===== src/rtl/loop_mode_pkg.sv =====
package loop_mode_pkg;
  typedef enum logic [1:0] {
    MODE_FREE = 2'd0,
    MODE_LOCK = 2'd1,
    MODE_HOLD = 2'd2
  } mode_e;
endpackage


===== src/rtl/lock_detect.sv =====
module lock_detect #(
  parameter int NW = 8
) (
  input  logic          clk_i,
  input  logic          rst_ni,
  input  logic          clear_i,
  input  logic          ref_valid_i,
  input  logic          stb_i,
  input  logic          ok_i,
  input  logic [NW-1:0] len_i,
  output logic          hit_o
);
  logic [NW-1:0] cnt_q;
  logic [NW:0]   cnt_nx;

  assign cnt_nx = {1'b0, cnt_q} + (NW+1)'(1);
  // len 0 behaves as 1: cnt_nx >= 1 always
  assign hit_o  = ref_valid_i & stb_i & ok_i & (cnt_nx >= {1'b0, len_i});

  always_ff @(posedge clk_i or negedge rst_ni) begin
    if (!rst_ni)                       cnt_q <= '0;
    else if (clear_i || !ref_valid_i)  cnt_q <= '0;
    else if (stb_i) begin
      if (!ok_i || hit_o)              cnt_q <= '0;
      else                             cnt_q <= cnt_nx[NW-1:0];
    end
  end
endmodule


===== src/rtl/holdover_avg.sv =====
module holdover_avg #(
  parameter int W  = 24,
  parameter int KW = 4
) (
  input  logic          clk_i,
  input  logic          rst_ni,
  input  logic          upd_i,
  input  logic [W-1:0]  sample_i,
  input  logic [KW-1:0] shift_i,
  output logic [W-1:0]  avg_o,
  output logic          valid_o
);
  logic [W-1:0]        avg_q;
  logic                valid_q;
  logic signed [W:0]   diff;
  logic signed [W:0]   step;
  logic signed [W:0]   sum;

  assign diff = $signed({1'b0, sample_i}) - $signed({1'b0, avg_q});
  assign step = diff >>> shift_i;
  assign sum  = $signed({1'b0, avg_q}) + step;

  always_ff @(posedge clk_i or negedge rst_ni) begin
    if (!rst_ni) begin
      avg_q   <= '0;
      valid_q <= 1'b0;
    end else if (upd_i) begin
      avg_q   <= valid_q ? sum[W-1:0] : sample_i;  // first sample seeds
      valid_q <= 1'b1;
    end
  end

  assign avg_o   = avg_q;
  assign valid_o = valid_q;
endmodule


===== src/rtl/mode_fsm.sv =====
module mode_fsm
  import loop_mode_pkg::*;
#(
  parameter int          W       = 24,
  parameter logic [W-1:0] NOMINAL = '0
) (
  input  logic         clk_i,
  input  logic         rst_ni,
  input  logic         ref_valid_i,
  input  logic         lock_hit_i,
  input  logic         avg_valid_i,
  input  logic [W-1:0] avg_i,
  input  logic [W-1:0] loop_freq_i,
  input  logic [W-1:0] cal_offset_i,
  input  logic         alt_valid_i,
  input  logic         revertive_i,
  input  logic         on_primary_i,
  input  logic         primary_valid_i,
  output mode_e        mode_o,
  output logic [W-1:0] freq_o,
  output logic         switch_req_o
);
  mode_e mode_q, mode_d;

  always_comb begin
    mode_d = mode_q;
    unique case (mode_q)
      MODE_LOCK: if (!ref_valid_i) mode_d = avg_valid_i ? MODE_HOLD : MODE_FREE;
      MODE_FREE,
      MODE_HOLD: if (lock_hit_i)   mode_d = MODE_LOCK;
      default:                     mode_d = MODE_FREE;
    endcase
  end

  always_ff @(posedge clk_i or negedge rst_ni) begin
    if (!rst_ni) mode_q <= MODE_FREE;
    else         mode_q <= mode_d;
  end

  always_comb begin
    freq_o       = NOMINAL + cal_offset_i;
    switch_req_o = 1'b0;
    case (mode_q)
      MODE_LOCK: begin
        freq_o       = loop_freq_i;
        switch_req_o = revertive_i & primary_valid_i & ~on_primary_i;
      end
      MODE_HOLD: begin
        freq_o       = avg_i;
        switch_req_o = alt_valid_i;
      end
      default: ;
    endcase
  end

  assign mode_o = mode_q;
endmodule


===== src/rtl/loop_mode_ctrl.sv =====
module loop_mode_ctrl
  import loop_mode_pkg::*;
#(
  parameter int           W       = 24,
  parameter int           KW      = 4,
  parameter int           NW      = 8,
  parameter logic [W-1:0] NOMINAL = {1'b1, {(W-1){1'b0}}}
) (
  input  logic          clk_i,
  input  logic          rst_ni,
  input  logic          ref_valid_i,
  input  logic          sample_stb_i,
  input  logic          phase_ok_i,
  input  logic [W-1:0]  loop_freq_i,
  input  logic [W-1:0]  cal_offset_i,
  input  logic [KW-1:0] avg_shift_i,
  input  logic [NW-1:0] lock_len_i,
  input  logic          alt_valid_i,
  input  logic          revertive_i,
  input  logic          on_primary_i,
  input  logic          primary_valid_i,
  output logic [1:0]    mode_o,
  output logic [W-1:0]  freq_o,
  output logic          switch_req_o
);
  mode_e        mode;
  logic         lock_hit;
  logic         avg_valid;
  logic         avg_upd;
  logic [W-1:0] avg;

  assign avg_upd = (mode == MODE_LOCK) & sample_stb_i & ref_valid_i;

  lock_detect #(.NW(NW)) u_lock (
    .clk_i       (clk_i),
    .rst_ni      (rst_ni),
    .clear_i     (mode == MODE_LOCK),
    .ref_valid_i (ref_valid_i),
    .stb_i       (sample_stb_i),
    .ok_i        (phase_ok_i),
    .len_i       (lock_len_i),
    .hit_o       (lock_hit)
  );

  holdover_avg #(.W(W), .KW(KW)) u_avg (
    .clk_i    (clk_i),
    .rst_ni   (rst_ni),
    .upd_i    (avg_upd),
    .sample_i (loop_freq_i),
    .shift_i  (avg_shift_i),
    .avg_o    (avg),
    .valid_o  (avg_valid)
  );

  mode_fsm #(.W(W), .NOMINAL(NOMINAL)) u_fsm (
    .clk_i           (clk_i),
    .rst_ni          (rst_ni),
    .ref_valid_i     (ref_valid_i),
    .lock_hit_i      (lock_hit),
    .avg_valid_i     (avg_valid),
    .avg_i           (avg),
    .loop_freq_i     (loop_freq_i),
    .cal_offset_i    (cal_offset_i),
    .alt_valid_i     (alt_valid_i),
    .revertive_i     (revertive_i),
    .on_primary_i    (on_primary_i),
    .primary_valid_i (primary_valid_i),
    .mode_o          (mode),
    .freq_o          (freq_o),
    .switch_req_o    (switch_req_o)
  );

  assign mode_o = mode;
endmodule


===== config.mk =====
export PLATFORM = sky130hd
export DESIGN_NAME = loop_mode_ctrl
export DESIGN_NICKNAME = d
export VERILOG_FILES = /design/src/rtl/loop_mode_pkg.sv /design/src/rtl/lock_detect.sv /design/src/rtl/holdover_avg.sv /design/src/rtl/mode_fsm.sv /design/src/rtl/loop_mode_ctrl.sv
export SDC_FILE = /design/constraint.sdc
export NUM_CORES = 1
export LEC_CHECK = 0
export ABC_AREA = 1
export BUFFER_PORTS_ARGS = -buffer_cell sky130_fd_sc_hd__buf_4
export CAP_MARGIN = 20
export CORE_ASPECT_RATIO = 0.75
export CORE_UTILIZATION = 45
export DETAILED_ROUTE_END_ITERATION = 7
export GPL_TIMING_DRIVEN = 0
export MAX_ROUTING_LAYER = met4
export PLACE_DENSITY = 0.66
export SETUP_SLACK_MARGIN = 0.02
export SYNTH_ARGS = -nofsm -noshare
export SYNTH_HDL_FRONTEND = slang
export SYNTH_SLANG_ARGS = --single-unit

===== constraint.sdc =====
create_clock -name clk_i -period 4.95 [get_ports clk_i]
set_input_delay 0.495 -clock clk_i [delete_from_list [all_inputs] [get_ports clk_i]]
set_output_delay 0.495 -clock clk_i [all_outputs]
set_load 0.1 [all_outputs]

==> flow_metrics.env <==
export IMPL_area_growth_pct=20.4
export IMPL_dieWidth_microns=137
export IMPL_ys_seq_area_frac=0.143
export IMPL_crit_path_end_kind="register"
export IMPL_period_needed_ns=4.77
export IMPL_setup_violations_final=0
export IMPL_via_per_inst=5.88
export IMPL_boundaryPins=96
export IMPL_std_cell_rows=36
export IMPL_grt_pass1_vias=6827
export IMPL_fin_cells=1308
export IMPL_rsz0062_at_grt="yes"
export IMPL_maxCapViolations=0
export IMPL_insertion_delay_ns=0.30
export IMPL_worstPathArrival_ns=4.92
export IMPL_drive_gt1_frac=0.140
export IMPL_final_nets=1270
export IMPL_grt_usage=0.382
export IMPL_cts_buffers=5
export IMPL_place_congestion=1.04
export IMPL_grt_max_degree=36
export IMPL_pre_cts_slack_ns=-0.273
export IMPL_worst_pin_slew_ns=0.698
export IMPL_drt_total_wl_microns=25800
export IMPL_syn_area_sq_um=6110
export IMPL_whs_ns=0.152
export IMPL_syn_nets=1164
export IMPL_setup_slack_ns=0.178
export IMPL_synth_cell_type_count=43
export IMPL_core_area_sq_um=13100
export IMPL_port_buffers=93
export IMPL_slew_headroom=0.535
export IMPL_drv_slew=0
export IMPL_grt_overflow_total=0
export IMPL_drc=0
export IMPL_avgSynthCellArea_sq_um=5.93
export IMPL_vias=7692
export IMPL_cp_start_kind="register"
export IMPL_crit_top_cell="nand3_1"
export IMPL_outcome="finished, final reports clean"
export IMPL_slowest_stage="dfrtp_1"
export IMPL_antenna_found_initial=0
export IMPL_fmax_ghz=0.210
export IMPL_crit_type="register to register"
export IMPL_skew_ns=0.0115
export IMPL_r2r_cells=24
export IMPL_grt_pass1_wl_microns=38500
export IMPL_regArea_sq_um=878
export IMPL_finalHoldViolations=0
export IMPL_hold_path_class="input port to asynchronous set/reset pin"
export IMPL_synth_cells=1030
export IMPL_required_ns=5.10
export IMPL_hpwl_microns=21600
export IMPL_path_cells="inv_1, ha_2, nand2_1, nor2_1, inv_1, nor2_1, nand4_1, a31o_1, nand3_1, nand3_1, nand3_1, nand3_1, nand2_1, ha_1, a21oi_2, nand2_1, a21boi_2, o21bai_1, a21oi_2, buf_4, o21ai_0, xor2_1, o21ai_0, o21ai_0"
export IMPL_cp_slowest_stage_delay_ns=0.44
export IMPL_nFillCells=1406
export IMPL_cts_root_buffer="clkbuf_16"
export IMPL_final_common_cell="nand2_1"
export IMPL_cts_tree="built"
export IMPL_dieHeight_microns=103
export IMPL_period_share=0.964
export IMPL_final_cell_mix="nand2_1 (230), nand3_1 (127), inv_1 (116)"
export IMPL_ant_nets=0
export IMPL_multi_input_area_sq_um=4780
export IMPL_avgRoutedWirePerCell_microns=19.7
export IMPL_die_area_sq_um=14100
export IMPL_place_inst=1294
export IMPL_cp_max_fo=6
export IMPL_ys_ff_latch=35
export IMPL_initial_core_util=0.466
export IMPL_htreeDepth=2
export IMPL_ctsHoldBuffers=0
export IMPL_drt_iter0_markers=740
export IMPL_clock_path_buffers=2
export IMPL_cts_sinks=35
export IMPL_yosys_warnings=0
export IMPL_insertedDiodeCount=0
export IMPL_first_pass_iters=5
export IMPL_clk_pin_slew_worst_paths_ns=0.06
## logic make-up after synthesis
group | synth area share
xor gates and xnor gates | 0.0487
AOI/OAI and AO/OA | 0.234
and+or+nand+nor | 0.339
DFF | 0.143
muxes | 0.00164
adders and majority gates | 0.136
buffers and inverters | 0.0975
## metrics by stage
stage               cell area [sq um]  utilization  setup TNS (ns)
floorplan                        6110            -               0
global placement                 7020        0.536          -0.829
detailed placement               7020        0.536           -1.14
CTS                              7170        0.547               0
global route                     7360        0.561         -0.0188
finish                           7360        0.561               0
## state kept, by name (all words and copies together), names as in the netlist
signal	flops
u_fsm.mode_o	2
u_avg.avg_o	24
u_lock.cnt_q	8
u_avg.valid_o	1
## layer usage
layer	global-route usage	routed length, microns	vias up
met1	0.554	12300	3549
met3	0.111	3000	28
met2	0.519	10200	395
met4	0.0615	279	0
met5	-	0	-
li1	-	-	3720
## layout make-up
cell class                      count  area share
Multi-Input combinational cell    838       0.650
Sequential cell                    35       0.119
Timing Repair Buffer               99       0.101
Inverter                          121      0.0617
Tap cell                          171      0.0291
Buffer                             36      0.0192
Clock buffer                        5      0.0170
Clock inverter                      3     0.00272
## repair_timing
item	4_1_cts	5_1_grt
buffers inserted	0	6
setup endpoints to repair	1	16
cloned	0	0
pin swaps	0	10
resized for setup	1	36
## critical path, delay by kind of cell (launching register included)
kind            cells  cell delay, ns
simple gates       10            1.53
compound gates      8            1.42
buf+inv             3            0.33
flops               1            0.44
xor+xnor            1            0.18
fa+ha+maj           2            0.72
## cell usage after synthesis (all sizes together)
cell / instances / share of area
buf: 13 / 0.0090
nor3: 7 / 0.0057
dfrtp: 35 / 0.14
o22ai: 2 / 0.0020
clkinv: 3 / 0.0018
xnor2: 16 / 0.023
a31o: 1 / 0.0014
ha: 63 / 0.13
and2: 1 / 0.0010
a31oi: 2 / 0.0020
nand2: 235 / 0.15
nor2: 73 / 0.046
nand4: 19 / 0.019
nor4: 4 / 0.0041
o221ai: 2 / 0.0029
a21o: 2 / 0.0025
nand3b: 1 / 0.0012
a211oi: 4 / 0.0049
o211ai: 8 / 0.0098
mux2i: 1 / 0.0016
xor2: 18 / 0.026
clkbuf: 23 / 0.014
a21boi: 2 / 0.0025
or2: 8 / 0.0082
a21oi: 130 / 0.11
inv: 118 / 0.072
nand3: 129 / 0.11
o31ai: 5 / 0.0061
nor3b: 1 / 0.0012
o32ai: 2 / 0.0029
a22oi: 1 / 0.0012
o21bai: 9 / 0.011
fa: 2 / 0.0066
o21ai: 90 / 0.075
## final timing paths
| path | end | start | slack, ns |
|---|---|---|---|
| worst min-delay path | u_lock.cnt_q[0]$_DFFE_PN0P_ | rst_ni | 0.15 |
| worst min register to register | u_avg.avg_o[23]$_DFFE_PN0P_ | u_avg.avg_o[23]$_DFFE_PN0P_ | 0.55 |
| min in group clk_i | u_lock.cnt_q[7]$_DFFE_PN0P_ | ref_valid_i | 0.49 |
| worst max-delay path | u_avg.avg_o[16]$_DFFE_PN0P_ | u_avg.avg_o[13]$_DFFE_PN0P_ | 0.18 |
| worst max register to register | u_avg.avg_o[16]$_DFFE_PN0P_ | u_avg.avg_o[13]$_DFFE_PN0P_ | 0.18 |
| max in group asynchronous | u_avg.avg_o[1]$_DFFE_PN0P_ | rst_ni | 4.43 |
Power is left out: the tool's default activity adds up to more than one toggle a clock period on the data nets, which glitch-free logic cannot reach.
